## src/rtl/stat_reg_pkg.sv

```systemverilog
package stat_reg_pkg;

    localparam int SR_W      = 32;
    localparam int IMM_W     = 8;
    localparam int ROT_W     = 4;
    localparam int IDX_W     = 4;

    // instruction bit positions that neighbouring decode depends on
    localparam int B_IMM_FORM = 25;
    localparam int B_FLAG_EN  = 19;
    localparam int B_CTRL_EN  = 16;

    // status word field masks
    localparam logic [SR_W-1:0] M_FLAGS   = 32'hF000_0000;
    localparam logic [SR_W-1:0] M_STATE   = 32'h0000_0020;
    localparam logic [SR_W-1:0] M_PRIV    = 32'h0000_00CF;
    localparam logic [SR_W-1:0] M_MODE4   = 32'h0000_0010;

    typedef struct packed {
        logic wr_cur;
        logic wr_sav;
        logic flag_en;
        logic ctrl_en;
        logic user;
    } sr_cmd_t;

    function automatic logic [SR_W-1:0] rot_imm(input logic [IMM_W-1:0] v,
                                                  input logic [ROT_W-1:0] r);
        logic [SR_W-1:0] z;
        logic [5:0]      amt;
        z   = {{(SR_W-IMM_W){1'b0}}, v};
        amt = {1'b0, r, 1'b0};
        return (z >> amt) | (z << (6'd32 - amt));
    endfunction

    function automatic logic [SR_W-1:0] cur_mask(input sr_cmd_t c);
        logic [SR_W-1:0] m;
        m = '0;
        if (c.flag_en) m = m | M_FLAGS;
        if (c.ctrl_en) begin
            m = m | M_STATE;
            if (!c.user) m = m | M_PRIV;
        end
        return m;
    endfunction

    function automatic logic [SR_W-1:0] sav_mask(input sr_cmd_t c);
        logic [SR_W-1:0] m;
        m = '0;
        if (c.flag_en) m = m | M_FLAGS;
        if (c.ctrl_en) m = m | M_STATE | M_PRIV;
        return m;
    endfunction

endpackage

```

## src/rtl/sr_decode.sv

```systemverilog
module sr_decode
    import stat_reg_pkg::*;
(
    input  logic            op_valid,
    input  logic            op_write,
    input  logic            op_saved,
    input  logic            priv_user,
    input  logic [SR_W-1:0] instr,
    output sr_cmd_t         cmd
);
    logic do_wr;
    assign do_wr = op_valid & op_write;

    always_comb begin
        cmd.wr_cur  = do_wr & ~op_saved;
        cmd.wr_sav  = do_wr & op_saved;
        cmd.flag_en = instr[B_FLAG_EN];
        cmd.ctrl_en = instr[B_CTRL_EN];
        cmd.user    = priv_user;
    end
endmodule

```

## src/rtl/sr_operand_sel.sv

```systemverilog
module sr_operand_sel
    import stat_reg_pkg::*;
(
    input  logic [SR_W-1:0]  instr,
    input  logic [SR_W-1:0]  reg_operand,
    output logic [IDX_W-1:0] src_index,
    output logic [SR_W-1:0]  wdata
);
    assign src_index = instr[IDX_W-1:0];

    always_comb begin
        if (instr[B_IMM_FORM])
            wdata = rot_imm(instr[IMM_W-1:0], instr[IMM_W+ROT_W-1:IMM_W]);
        else
            wdata = reg_operand;
    end
endmodule

```

## src/rtl/sr_merge.sv

```systemverilog
module sr_merge
    import stat_reg_pkg::*;
(
    input  sr_cmd_t         cmd,
    input  logic [SR_W-1:0] wdata,
    input  logic [SR_W-1:0] cur_q,
    input  logic [SR_W-1:0] sav_q,
    output logic [SR_W-1:0] cur_d,
    output logic [SR_W-1:0] sav_d
);
    logic [SR_W-1:0] cm, sm;
    logic            mode_wr;

    assign cm      = cur_mask(cmd);
    assign sm      = sav_mask(cmd);
    assign mode_wr = cmd.ctrl_en & ~cmd.user;

    always_comb begin
        cur_d = cur_q;
        if (cmd.wr_cur) begin
            cur_d = (cur_q & ~cm) | (wdata & cm);
            if (mode_wr) cur_d = cur_d | M_MODE4;
        end
    end

    always_comb begin
        sav_d = sav_q;
        if (cmd.wr_sav)
            sav_d = (sav_q & ~sm) | (wdata & sm) | M_MODE4;
    end
endmodule

```

## src/rtl/stat_reg_ctrl.sv

```systemverilog
module stat_reg_ctrl
    import stat_reg_pkg::*;
#(
    parameter logic [SR_W-1:0] CUR_RESET = 32'h0000_00D3,
    parameter logic [SR_W-1:0] SAV_RESET = 32'h0000_0010
) (
    input  logic             clk,
    input  logic             rst,
    input  logic             op_valid,
    input  logic             op_write,
    input  logic             op_saved,
    input  logic             priv_user,
    input  logic [SR_W-1:0]  instr,
    input  logic [SR_W-1:0]  reg_operand,
    output logic [IDX_W-1:0] src_index,
    output logic [SR_W-1:0]  cur_q,
    output logic [SR_W-1:0]  sav_q,
    output logic [SR_W-1:0]  rd_data,
    output logic             refetch
);
    sr_cmd_t         cmd;
    logic [SR_W-1:0] wdata, cur_d, sav_d;

    sr_decode u_dec (
        .op_valid (op_valid),
        .op_write (op_write),
        .op_saved (op_saved),
        .priv_user(priv_user),
        .instr    (instr),
        .cmd      (cmd)
    );

    sr_operand_sel u_opnd (
        .instr      (instr),
        .reg_operand(reg_operand),
        .src_index  (src_index),
        .wdata      (wdata)
    );

    sr_merge u_merge (
        .cmd  (cmd),
        .wdata(wdata),
        .cur_q(cur_q),
        .sav_q(sav_q),
        .cur_d(cur_d),
        .sav_d(sav_d)
    );

    always_ff @(posedge clk) begin
        if (rst) begin
            cur_q   <= CUR_RESET;
            sav_q   <= SAV_RESET;
            refetch <= 1'b0;
        end else begin
            cur_q   <= cur_d;
            sav_q   <= sav_d;
            refetch <= cmd.wr_cur;
        end
    end

    assign rd_data = op_saved ? sav_q : cur_q;
endmodule

```

## config.mk

```make
export PLATFORM = sky130hd
export DESIGN_NAME = stat_reg_ctrl
export DESIGN_NICKNAME = d
export VERILOG_FILES = /design/src/rtl/stat_reg_pkg.sv /design/src/rtl/sr_decode.sv /design/src/rtl/sr_operand_sel.sv /design/src/rtl/sr_merge.sv /design/src/rtl/stat_reg_ctrl.sv
export SDC_FILE = /design/constraint.sdc
export NUM_CORES = 1
export LEC_CHECK = 0
export BUFFER_PORTS_ARGS = -buffer_cell sky130_fd_sc_hd__buf_2
export CAP_MARGIN = 15
export CORE_ASPECT_RATIO = 0.8
export CORE_UTILIZATION = 40
export CTS_CLUSTER_DIAMETER = 60
export DETAILED_ROUTE_END_ITERATION = 10
export PLACE_DENSITY = 0.93
export SLEW_MARGIN = 20
export SYNTH_ARGS = -nofsm -noshare
export SYNTH_HDL_FRONTEND = slang
export SYNTH_SLANG_ARGS = --single-unit
```

## constraint.sdc

```tcl
create_clock -name clk -period 2.6 [get_ports clk]
set_input_delay 0.52 -clock clk [delete_from_list [all_inputs] [get_ports clk]]
set_output_delay 0.52 -clock clk [all_outputs]
set_load 0.01 [all_outputs]
```

==> impl_metrics.toml <==
[drt]
routed_wl_mm = 4.99
wl_per_cell_um = 13.1
viasPerCell = 4.95
vias = 1887
drt-pass1-iter-count = 4
detail-route-antenna-nets = 0
drcViolationCount = 0
drt-initial-drc-count = 100

[worst_setup_path]
crit_chain = "buf_2 > buf_4 > mux4_1 > a311oi_1 > or3_1 > a21oi_1"
criticalPathCategory = "in -> reg"
worstPathRequired_ps = 2750
critPathMaxFanout = 22
cp_slowest_cell = "mux4_1"
worst-path-buf-inv = 2
path_delay_family = "multiplexers"
startpoint_type = "input port"
arrival_ps = 2180
crit_path_end_kind = "register"
slowest_delay_ps = 650

[power]
p_leak_nw = 1.13
vdd_drop_max_uv = 194
powerDensity_nw_per_um2 = 389

[sta]
fmax_ghz = 0.493
worstMarginPinSlew_ps = 498
fin_worst_skew_ps = 0
slew_viol_final = 0
fin_crit_sh_pct = 78.0
maxSlewHeadroom_pct = 66.4
rsz0062_at_grt = "false"
setup_tns_ps = 0
finalSetupViolations = 0
post-route-min-period_ps = 2030
hold_viol = 0

[global_route]
grt_pass1_wl_mm = 7.72
overflow = 0
antenna_found_initial = 0
first_global_vias = 1543
grt_max_degree = 23
track_usage_pct = 17.6

[clocking]
clockRootBuffer = "clkbuf_8"
cts.clk_slew.worst_paths_ps = 80
holdBufCountCts = 0
clk_path_buf_depth = 2
post-cts-setup-buffer-count = 0
clk_latency_ps = 260
ctsResizeCount = 0
numCtsBuffers = 3
cts_sinks = 24
cts_max_level = 1
cts_tree = "built"

[synthesis]
synth-edff-count = 0
ys_seq_area_share_pct = 22.7
syn_area_per_cell_um2 = 8.16
mappedNetlistArea_um2 = 2110
yosys_register_bits = 24
syn_inst = 259
synth_common_cells = "buf_4, dfxtp_1, nor2_1, o21ai_0, mux2_2"
synth-main-ff-cell = "dfxtp_1"
ys_types = 54
synth_top_area_share_pct = 23.8
yosys.area.top_type = "buf_4"
synth_area_leaders = "buf_4, dfxtp_1, mux2_2"
ys_warn_count = 0
synthArstFlopShare_pct = 0
synth.most_common_cell = "buf_4"

[placement]
place_congestion = 0.849
portBuffers = 71
dp_hpwl_mm = 3.96
post_dp_cell_area_um2 = 2200

[finish]
finalNetCount = 391
stdcell_area_um2 = 2260
antenna_cells = 0
syn_to_final_growth_pct = 6.86
drive_gt1_share_pct = 29.8

[status]
status = "completed"

[job]
cap_violations = 0

[floorplanning]
die_w_um = 83.3
core_region_area_um2 = 5040
start_util_pct = 42.0
num_rows = 23
dieHeight_um = 67.0
boundaryPins = 171
dieArea_um2 = 5580

[worst_hold_path]
hp-class = "reg -> reg"
==> worst paths after layout <==
path,start,to,slack [ps],cells past startpoint
min,register,register,470,2
min reg2reg,register,register,470,2
max,instr[8],register,570,6
max reg2reg,cur_q[4],cur_q[4],1810,1
==> cell type report <==
type                       instances  area [um2]
tap                               62        77.6
sequential                        24         480
fill                             526        2780
timing repair buffer              74         378
multi-input combinational        211        1250
clock buffer                       4        55.1
inverter                           6        22.5
==> tightest hold or removal path, cell delays in order, from the launching register on <==
cell and delay (ps):
dfxtp_1 320, nand2_1 50, a21oi_1 50
==> per-layer routing <==
metal | track usage, % | wire (um) | vias to the layer above
li1 | - | - | 918
met1 | 23.1 | 2270 | 872
met2 | 30.2 | 2320 | 93
met3 | 3.35 | 374 | 4
met4 | 3.45 | 24 | 0
met5 | 0 | 0 | -
==> cells in the final DEF (no fill, tap or decap), types with 8 or more instances in the layout <==
cell type  synthesis  routed
conb_1             2      61
mux2i_1            9       9
buf_2              1      71
nand3_1            8       8
dfxtp_1           24      24
nand2_1            9       9
o21ai_0           16      16
nor2_1            18      18
mux2_2            11      11
==> power breakdown <==
part / internal (mW) / leakage, nW / total (mW) / switching (mW)
clock network: 0.135 / 0.0288 / 0.253 / 0.118
registers: 0.376 / 0.195 / 0.382 / 0.00597
logic: 0.0868 / 0.908 / 0.245 / 0.158
total: 0.598 / 1.13 / 0.880 / 0.282
==> cell families after synthesis <==
kind of cell	after synthesis	share of synthesized area [%]
buffers and inverters	83	28.8
and+or+nand+nor	73	18.3
AOI/OAI and AO/OA	53	16.2
DFF	24	22.7
muxes	22	12.6
other	2	0.355
adders and majority gates	1	0.592
xor gates and xnor gates	1	0.414
==> stage by stage <==
step	util, %	total power, mW	worst slack (ps)	cells	hold WS, ps
finish	44.9	0.880	573	381	468
global placement	43.8	0.626	324	377	445
floorplan	-	0.633	473	318	489
CTS	44.9	0.882	609	381	472
global route	44.9	0.930	453	381	498
detailed placement	43.8	0.632	329	377	453
Note: power is estimated with default switching activity, not from simulation.
